===== config.mk =====
export PLATFORM = sky130hd
export DESIGN_NAME = slot_pool_ctrl
export DESIGN_NICKNAME = d
export VERILOG_FILES = /design/src/rtl/slot_pool_pkg.sv /design/src/rtl/slot_pick_lowest.sv /design/src/rtl/slot_busy_map.sv /design/src/rtl/slot_occupancy.sv /design/src/rtl/slot_pool_ctrl.sv
export SDC_FILE = /design/constraint.sdc
export NUM_CORES = 1
export LEC_CHECK = 0
export CAP_MARGIN = 10
export CORE_AREA = 2 2 64 66
export DETAILED_ROUTE_END_ITERATION = 6
export DIE_AREA = 0 0 66 68
export GPL_TIMING_DRIVEN = 0
export PLACE_DENSITY = 0.83
export SETUP_SLACK_MARGIN = 0.4
export SYNTH_ARGS = -nofsm -noshare
export SYNTH_HDL_FRONTEND = slang
export SYNTH_SLANG_ARGS = --single-unit

===== constraint.sdc =====
create_clock -name clk -period 5.4 [get_ports clk]
set_clock_uncertainty 0.15 [all_clocks]
set_input_delay 1.62 -clock clk [delete_from_list [all_inputs] [get_ports clk]]
set_output_delay 1.62 -clock clk [all_outputs]
set_load 0.01 [all_outputs]

===== src/rtl/slot_pool_pkg.sv =====
package slot_pool_pkg;

   // How the lowest free slot is located.
   typedef enum int {
      PICK_SCAN    = 0,   // priority scan across the free mask
      PICK_ISOLATE = 1    // isolate lowest set bit, then OR-encode
   } pick_style_e;

endpackage


===== src/rtl/slot_pick_lowest.sv =====
module slot_pick_lowest
   import slot_pool_pkg::*;
#(
   parameter int          NUM_SLOTS = 32,
   parameter int          ADDR_W    = $clog2(NUM_SLOTS),
   parameter pick_style_e STYLE     = PICK_SCAN
) (
   input  logic [NUM_SLOTS-1:0] busy_i,
   output logic [ADDR_W-1:0]    idx_o
);

   logic [NUM_SLOTS-1:0] free_v;
   assign free_v = ~busy_i;

   generate
      if (STYLE == PICK_SCAN) begin : g_scan
         always_comb begin
            idx_o = '0;
            for (int i = NUM_SLOTS - 1; i >= 0; i--) begin
               if (free_v[i]) idx_o = ADDR_W'(i);
            end
         end
      end else begin : g_isolate
         logic [NUM_SLOTS-1:0] low_bit;
         assign low_bit = free_v & (~free_v + {{(NUM_SLOTS-1){1'b0}}, 1'b1});
         always_comb begin
            idx_o = '0;
            for (int i = 0; i < NUM_SLOTS; i++) begin
               if (low_bit[i]) idx_o = idx_o | ADDR_W'(i);
            end
         end
      end
   endgenerate

endmodule


===== src/rtl/slot_busy_map.sv =====
module slot_busy_map #(
   parameter int NUM_SLOTS = 32,
   parameter int ADDR_W    = $clog2(NUM_SLOTS)
) (
   input  logic                 clk,
   input  logic                 rst_n,
   input  logic                 clr_en_i,
   input  logic [ADDR_W-1:0]    clr_idx_i,
   input  logic                 set_en_i,
   input  logic [ADDR_W-1:0]    set_idx_i,
   output logic [NUM_SLOTS-1:0] busy_o
);

   generate
      for (genvar g = 0; g < NUM_SLOTS; g++) begin : g_bit
         logic hit_set, hit_clr;
         assign hit_set = set_en_i && (set_idx_i == ADDR_W'(g));
         assign hit_clr = clr_en_i && (clr_idx_i == ADDR_W'(g));

         // clear is applied first, a set in the same cycle overrides it
         always_ff @(posedge clk or negedge rst_n) begin
            if (!rst_n)       busy_o[g] <= 1'b0;
            else if (hit_set) busy_o[g] <= 1'b1;
            else if (hit_clr) busy_o[g] <= 1'b0;
         end
      end
   endgenerate

endmodule


===== src/rtl/slot_occupancy.sv =====
module slot_occupancy #(
   parameter int NUM_SLOTS = 32,
   parameter int CNT_W     = $clog2(NUM_SLOTS + 1)
) (
   input  logic             clk,
   input  logic             rst_n,
   input  logic             inc_i,
   input  logic             dec_i,
   output logic [CNT_W-1:0] count_o,
   output logic             full_o
);

   localparam logic [CNT_W-1:0] FULL_VAL = CNT_W'(NUM_SLOTS);

   logic [CNT_W-1:0] count_n;

   always_comb begin
      count_n = count_o;
      if (inc_i && !dec_i)      count_n = count_o + 1'b1;
      else if (dec_i && !inc_i) count_n = count_o - 1'b1;
   end

   always_ff @(posedge clk or negedge rst_n) begin
      if (!rst_n) count_o <= '0;
      else        count_o <= count_n;
   end

   assign full_o = (count_o == FULL_VAL);

endmodule


===== src/rtl/slot_pool_ctrl.sv =====
module slot_pool_ctrl
   import slot_pool_pkg::*;
#(
   parameter int          NUM_SLOTS  = 32,
   parameter pick_style_e PICK_STYLE = PICK_SCAN,
   localparam int         ADDR_W     = $clog2(NUM_SLOTS),
   localparam int         CNT_W      = $clog2(NUM_SLOTS + 1)
) (
   input  logic              clk,
   input  logic              rst_n,
   input  logic              alloc_req,
   input  logic              free_req,
   input  logic [ADDR_W-1:0] free_slot,
   output logic [ADDR_W-1:0] grant_slot,
   output logic              nack
);

   initial begin
      assert (NUM_SLOTS >= 2)
         else $error("slot_pool_ctrl: NUM_SLOTS must be at least 2");
      assert (PICK_STYLE == PICK_SCAN || PICK_STYLE == PICK_ISOLATE)
         else $error("slot_pool_ctrl: unknown PICK_STYLE");
   end

   logic [NUM_SLOTS-1:0] busy_q;
   logic [CNT_W-1:0]     count_q;
   logic                 full;
   logic                 accept;

   assign nack   = alloc_req & full;
   assign accept = alloc_req & ~full;

   slot_pick_lowest #(
      .NUM_SLOTS (NUM_SLOTS),
      .ADDR_W    (ADDR_W),
      .STYLE     (PICK_STYLE)
   ) pick_i (
      .busy_i (busy_q),
      .idx_o  (grant_slot)
   );

   slot_busy_map #(
      .NUM_SLOTS (NUM_SLOTS),
      .ADDR_W    (ADDR_W)
   ) map_i (
      .clk       (clk),
      .rst_n     (rst_n),
      .clr_en_i  (free_req),
      .clr_idx_i (free_slot),
      .set_en_i  (accept),
      .set_idx_i (grant_slot),
      .busy_o    (busy_q)
   );

   slot_occupancy #(
      .NUM_SLOTS (NUM_SLOTS),
      .CNT_W     (CNT_W)
   ) occ_i (
      .clk     (clk),
      .rst_n   (rst_n),
      .inc_i   (accept),
      .dec_i   (free_req),
      .count_o (count_q),
      .full_o  (full)
   );

endmodule


==> results of run 1 <==
-- placed cells by master, fill, tap and decap left out, types with 4 or more instances in the layout --
| master | instances |
|---|---|
| or3_1 | 4 |
| dfrtp_1 | 38 |
| o21ai_2 | 9 |
| clkbuf_8 | 6 |
| o21ai_1 | 4 |
| nand4_1 | 9 |
| clkdlybuf4s50_1 | 13 |
| nand3_1 | 7 |
| a21oi_1 | 4 |
| nand2b_1 | 9 |
| ha_1 | 5 |
| nor2_1 | 13 |
| nand2_1 | 27 |
| o21ai_0 | 58 |
| and4_1 | 6 |
| o211ai_1 | 5 |
| inv_1 | 13 |
-- cell families after synthesis --
group | count (synthesis) | share of synthesized area [%]
AND/OR/NAND/NOR | 98 | 23.1
buffers and inverters | 16 | 2.63
adder cells (fa/ha/maj) | 6 | 3.54
flip-flops | 38 | 40.8
XOR/XNOR | 5 | 1.88
AO/OA/AOI/OAI | 101 | 27.5
multiplexers | 1 | 0.483
-- registers in the layout, indices dropped and copies added (netlist names) --
name	count
map_i.busy_o	32
occ_i.count_o	6
-- area by class of cell --
| class | count | area, µm² | share of cell area (%) |
|---|---|---|---|
| buffer | 2 | 8.76 | 0.334 |
| timing repair buffer | 14 | 135 | 5.16 |
| clock buffer | 7 | 86.3 | 3.30 |
| sequential | 38 | 951 | 36.3 |
| clock inverter | 1 | 5.00 | 0.191 |
| tap | 50 | 62.6 | 2.39 |
| multi-input combinational | 211 | 1320 | 50.3 |
| inverter | 14 | 52.6 | 2.01 |
-- path summary, 6_finish.rpt --
kind / start / endpoint / slack [ns] / cells after the start
max: alloc_req / nack / 0.85 / 3
min reg2reg: occ_i.count_o[5]$_DFFE_PN0P_ / occ_i.count_o[5]$_DFFE_PN0P_ / 0.31 / 1
max reg2reg: occ_i.count_o[0]$_DFFE_PN0P_ / occ_i.count_o[5]$_DFFE_PN0P_ / 2.34 / 13
max in group asynchronous: rst_n / map_i.busy_o[20]$_DFFE_PN0P_ / 3.29 / 1
min: occ_i.count_o[5]$_DFFE_PN0P_ / occ_i.count_o[5]$_DFFE_PN0P_ / 0.31 / 1
min in group asynchronous: rst_n / map_i.busy_o[10]$_DFFE_PN0P_ / 1.27 / 1
-- metal layers --
| layer | wire (µm) | GRT usage, % |
|---|---|---|
| met3 | 439 | 6.09 |
| met4 | 182 | 14.0 |
| met1 | 2510 | 37.5 |
| met5 | 0 | 0 |
| met2 | 2850 | 48.4 |
-- power groups by stage --
stage | logic, mW | registers [mW] | clock network [mW]
floorplan | 0.456 | 0.405 | 0
finish | 0.677 | 0.424 | 0.206
detailed placement | 0.668 | 0.429 | 0
global route | 0.743 | 0.438 | 0.216
CTS | 0.670 | 0.424 | 0.206
global placement | 0.651 | 0.427 | 0
-- through the flow --
stage / utilization [%] / total power, mW / setup slack [ns] / hold WS, ns
floorplan: - / 0.861 / 1.84 / 0.284
global placement: 65.7 / 1.08 / 0.846 / 0.298
detailed placement: 65.5 / 1.10 / 0.835 / 0.302
CTS: 67.9 / 1.30 / 0.842 / 0.316
global route: 67.9 / 1.40 / 0.793 / 0.347
finish: 67.9 / 1.31 / 0.853 / 0.314
-- critical path: stages --
cell and delay [ns]:
clkdlybuf4s50_1 0.47, and3_1 0.15, clkdlybuf4s50_1 0.53
==> results.tsv, run 1 <==
metric	value	unit
run_status	complete, no violations	
synthFlopType	dfrtp_1	
grt_antenna_before_repair	0	
rsz0062_at_grt	no	
min_period	4.55	ns
grt_usage	29.5	%
grt_overflow	0	
arrival	2.78	ns
cp-end-kind	output port	
finalSetupViolCount	0	
grt_max_degree	39	
nets	301	
ys_types	52	
drt_iter0_drc	206	
clockBufferDepth	2	
syn_area	0.00233	mm²
stdcell_area	0.00262	mm²
path_clk_slew	0.07	ns
synth.largest_area_cell	dfrtp_1	
hp-class	reg2reg	
core_area	0.00386	mm²
io_pins	15	
post-route-period-util	84.2	%
avgSynthCellArea	8.79	µm²
postRouteWirelength	5.98	mm
syn2layout_area_growth	12.4	%
drc	0	
cts_setup_buffers	0	
cts.sinks	38	
start_util	60.4	%
ctsRootBufferMaster	clkbuf_8	
wl_per_cell	17.7	µm
ys_ff_latch	38	
placed_area	0.00253	mm²
ir_worst_vdd	0.000263	V
async_flop_share	100	%
crit_type	in2out	
post_cts_resize_count	0	
combPwrFrac	51.8	%
port_buffers	14	
p_sw_share	45.3	%
synth.area.top_cells	dfrtp_1, o21ai_0, nand2_1, o21ai_2, ha_1	
power_frac_seq	32.5	%
maxCapViolations	0	
netlist_instances	265	
synth_fp_nets	280	
grt_first_pass_wirelength	9.87	mm
clockPowerShare	15.8	%
drive_above_1_share	11.5	%
gp_congestion	0.868	
firstDrtPassIters	4	
cts-buffers-inserted	5	
dpl.cell_count	329	
synthTopCellsByCount	o21ai_0, dfrtp_1, nand2_1	
fin_cells	337	
crit_fanout	2	
vias	2178	
antenna_left	0	
clock_latency	0.29	ns
fmax	220	MHz
ys_warn_count	0	
htree_levels	2	
antennaDiodeCount	0	
hold_buffers	0	
p_leak	1.06	nW
crit_required	3.63	ns
p_per_area	499	mW/mm²
final.setup.tns	0	ns
fp.dieW	66	µm
synth.top_cell.area_share	40.8	%
grt_pass1_vias	2086	
p_int	0.714	mW
tightest_slew	0.845	ns
die_area	0.00449	mm²
viasPerCell	6.46	
yosysMostFrequentCell	o21ai_0	
hold_viol	0	
slew_headroom	43.7	%
fillerInstances	331	
synth-edff-count	0	
power_switching	0.592	mW
cts_tree	yes	
dp_hpwl	4.43	mm
num_rows	23	
yosysSeqAreaShare	40.8	%
start_kind	primary input	
die_h	68	µm
maxSlewViolCount	0	
Note: power is estimated with default switching activity, not from simulation.
==> run 2, diff against run 1 <==
- CORE_AREA: 2 2 64 66 -> 2 2 66 68
- DIE_AREA: 0 0 66 68 -> 0 0 68 70
- PLACE_DENSITY: 0.83 -> 0.78
- clock period: 5.4 -> 4.4 ns (I/O delays scaled with it)
==> run 2 against run 1 <==
Sequential share of layout area decreased by 0.24 points. Clock power rose by 42%. First-iteration DRC count decreased by 21%. Die area increased by 6.1%. Sequential power rose by 22%. Final cell count increased by 0.59%.
==> results.tsv, run 2 (same netlist as run 1, synthesis figures left out) <==
metric	value	unit
run_status	complete, no violations	
cts.sinks	38	
firstDrtPassIters	4	
num_rows	24	
drt_iter0_drc	162	
viasPerCell	6.32	
wl_per_cell	17.4	µm
start_kind	primary input	
fp.dieW	68	µm
hold_buffers	0	
gp_congestion	0.854	
regMostFlops	map_i.busy_o	
vias	2141	
met1_usage	39.0	%
multi_input_area	0.00132	mm²
antennaDiodeCount	0	
die_h	70	µm
largest_reg_flops	32	
busiest_layer	met2	
hp-class	reg2reg	
maxCapViolations	0	
hold-path-endpoint	occ_i.count_o[5]$_DFFE_PN0P_	
grt_usage	27.6	%
io_pins	15	
final.setup.tns	0	ns
grt_first_pass_wirelength	9.85	mm
ir_worst_vdd	0.000299	V
grt_pass1_vias	1997	
grt_use_met3	6.44	%
cts_tree	yes	
postRouteWirelength	5.88	mm
cts_setup_buffers	0	
min_period	3.94	ns
clock_latency	0.29	ns
start_util	56.2	%
p_per_area	624	mW/mm²
grt_util_met2	41.7	%
antenna_left	0	
critPathSlowestCell	clkdlybuf4s50_1	
mostFrequentLayoutCell	o21ai_0	
maxSlewViolCount	0	
htree_levels	2	
crit_type	in2out	
seq_area	951	µm²
fmax	254	MHz
largestRegisters	map_i.busy_o: 32 flops, occ_i.count_o: 6 flops	
drc	0	
layout_common_cells	o21ai_0, dfrtp_1, nand2_1	
slew_headroom	44.7	%
crit_required	2.93	ns
crit_fanout	2	
hold_viol	0	
r2r-start	occ_i.count_o[0]$_DFFE_PN0P_	
rsz0062_at_grt	no	
nets	301	
ctsRootBufferMaster	clkbuf_8	
r2r_cells	13	
path_cells	clkdlybuf4s50_1, and3_1, clkdlybuf4s50_1	
critPathMaxStageDelay	0.53	ns
crit_top_cell	clkdlybuf4s50_1	
r2r-end	occ_i.count_o[5]$_DFFE_PN0P_	
dp_hpwl	4.32	mm
finalSetupViolCount	0	
die_area	0.00476	mm²
fillerInstances	369	
cts-buffers-inserted	5	
hold_ws	0.318	ns
clockBufferDepth	2	
arrival	2.47	ns
core_area	0.00414	mm²
grt_overflow	0	
drive_above_1_share	11.1	%
r2r_setup_slack	1.29	ns
worstHoldStart	occ_i.count_o[5]$_DFFE_PN0P_	
path_clk_slew	0.07	ns
post-route-period-util	89.4	%
cp-end-kind	output port	
p_leak	1.06	nW
grt_antenna_before_repair	0	
port_buffers	14	
whs_path_depth	1	
tightest_slew	0.830	ns
grt_max_degree	39	
post_cts_resize_count	0	
syn2layout_area_growth	13.2	%
## run 2: cell types whose count changed in the layout (fill, tap and decap cells not counted)
cell	change
clkbuf_1	+1
clkbuf_8	-1
clkinv_2	-1
bufinv_16	+1
## run 2: stage by stage
stage	setup WS, ns	cell area (µm²)	utilization, %	power [mW]	std cells
final	0.465	2640	63.6	1.64	339
after global routing	0.424	2640	63.6	1.76	339
after CTS	0.455	2640	63.6	1.64	339
after detailed placement	0.469	2530	61.1	1.35	331
after global placement	0.459	2530	61.2	1.33	331
after floorplan	1.27	2330	-	1.06	265
## run 2: cell type report
type / count / area share, %
Timing Repair Buffer: 14 / 5.13
Tap cell: 52 / 2.47
Inverter: 14 / 1.99
Sequential cell: 38 / 36.1
Clock buffer: 7 / 2.90
Multi-Input combinational cell: 211 / 50.0
Buffer: 2 / 0.332
Clock inverter: 1 / 1.14
## run 2: worst max-delay path by stage
stage / from / to / slack, ns / cells after the start
final: alloc_req / nack / 0.46 / 3
after floorplan: alloc_req / occ_i.count_o[5]$_DFFE_PN0P_ / 1.27 / 11
after detailed placement: alloc_req / nack / 0.47 / 3
after global routing: alloc_req / nack / 0.42 / 3
after global placement: alloc_req / nack / 0.46 / 3
after CTS: alloc_req / nack / 0.46 / 3
## run 2: power breakdown
group | internal, mW | leakage [nW] | switching, mW
clock | 0.170 | 0.0524 | 0.123
combinational | 0.325 | 0.522 | 0.508
sequential | 0.427 | 0.485 | 0.0915
total | 0.922 | 1.06 | 0.723
## run 2: worst max-delay path: cells and delay by family
family,cells,cell delay (ns)
buffers and inverters,2,1.00
and+or+nand+nor,1,0.14
## run 2: routing by layer
layer | vias to the layer above | part of all wire, %
met2 | 92 | 47
met3 | 10 | 6.5
met4 | 0 | 1.3
met1 | 1013 | 45
li1 | 1026 | -
met5 | - | 0
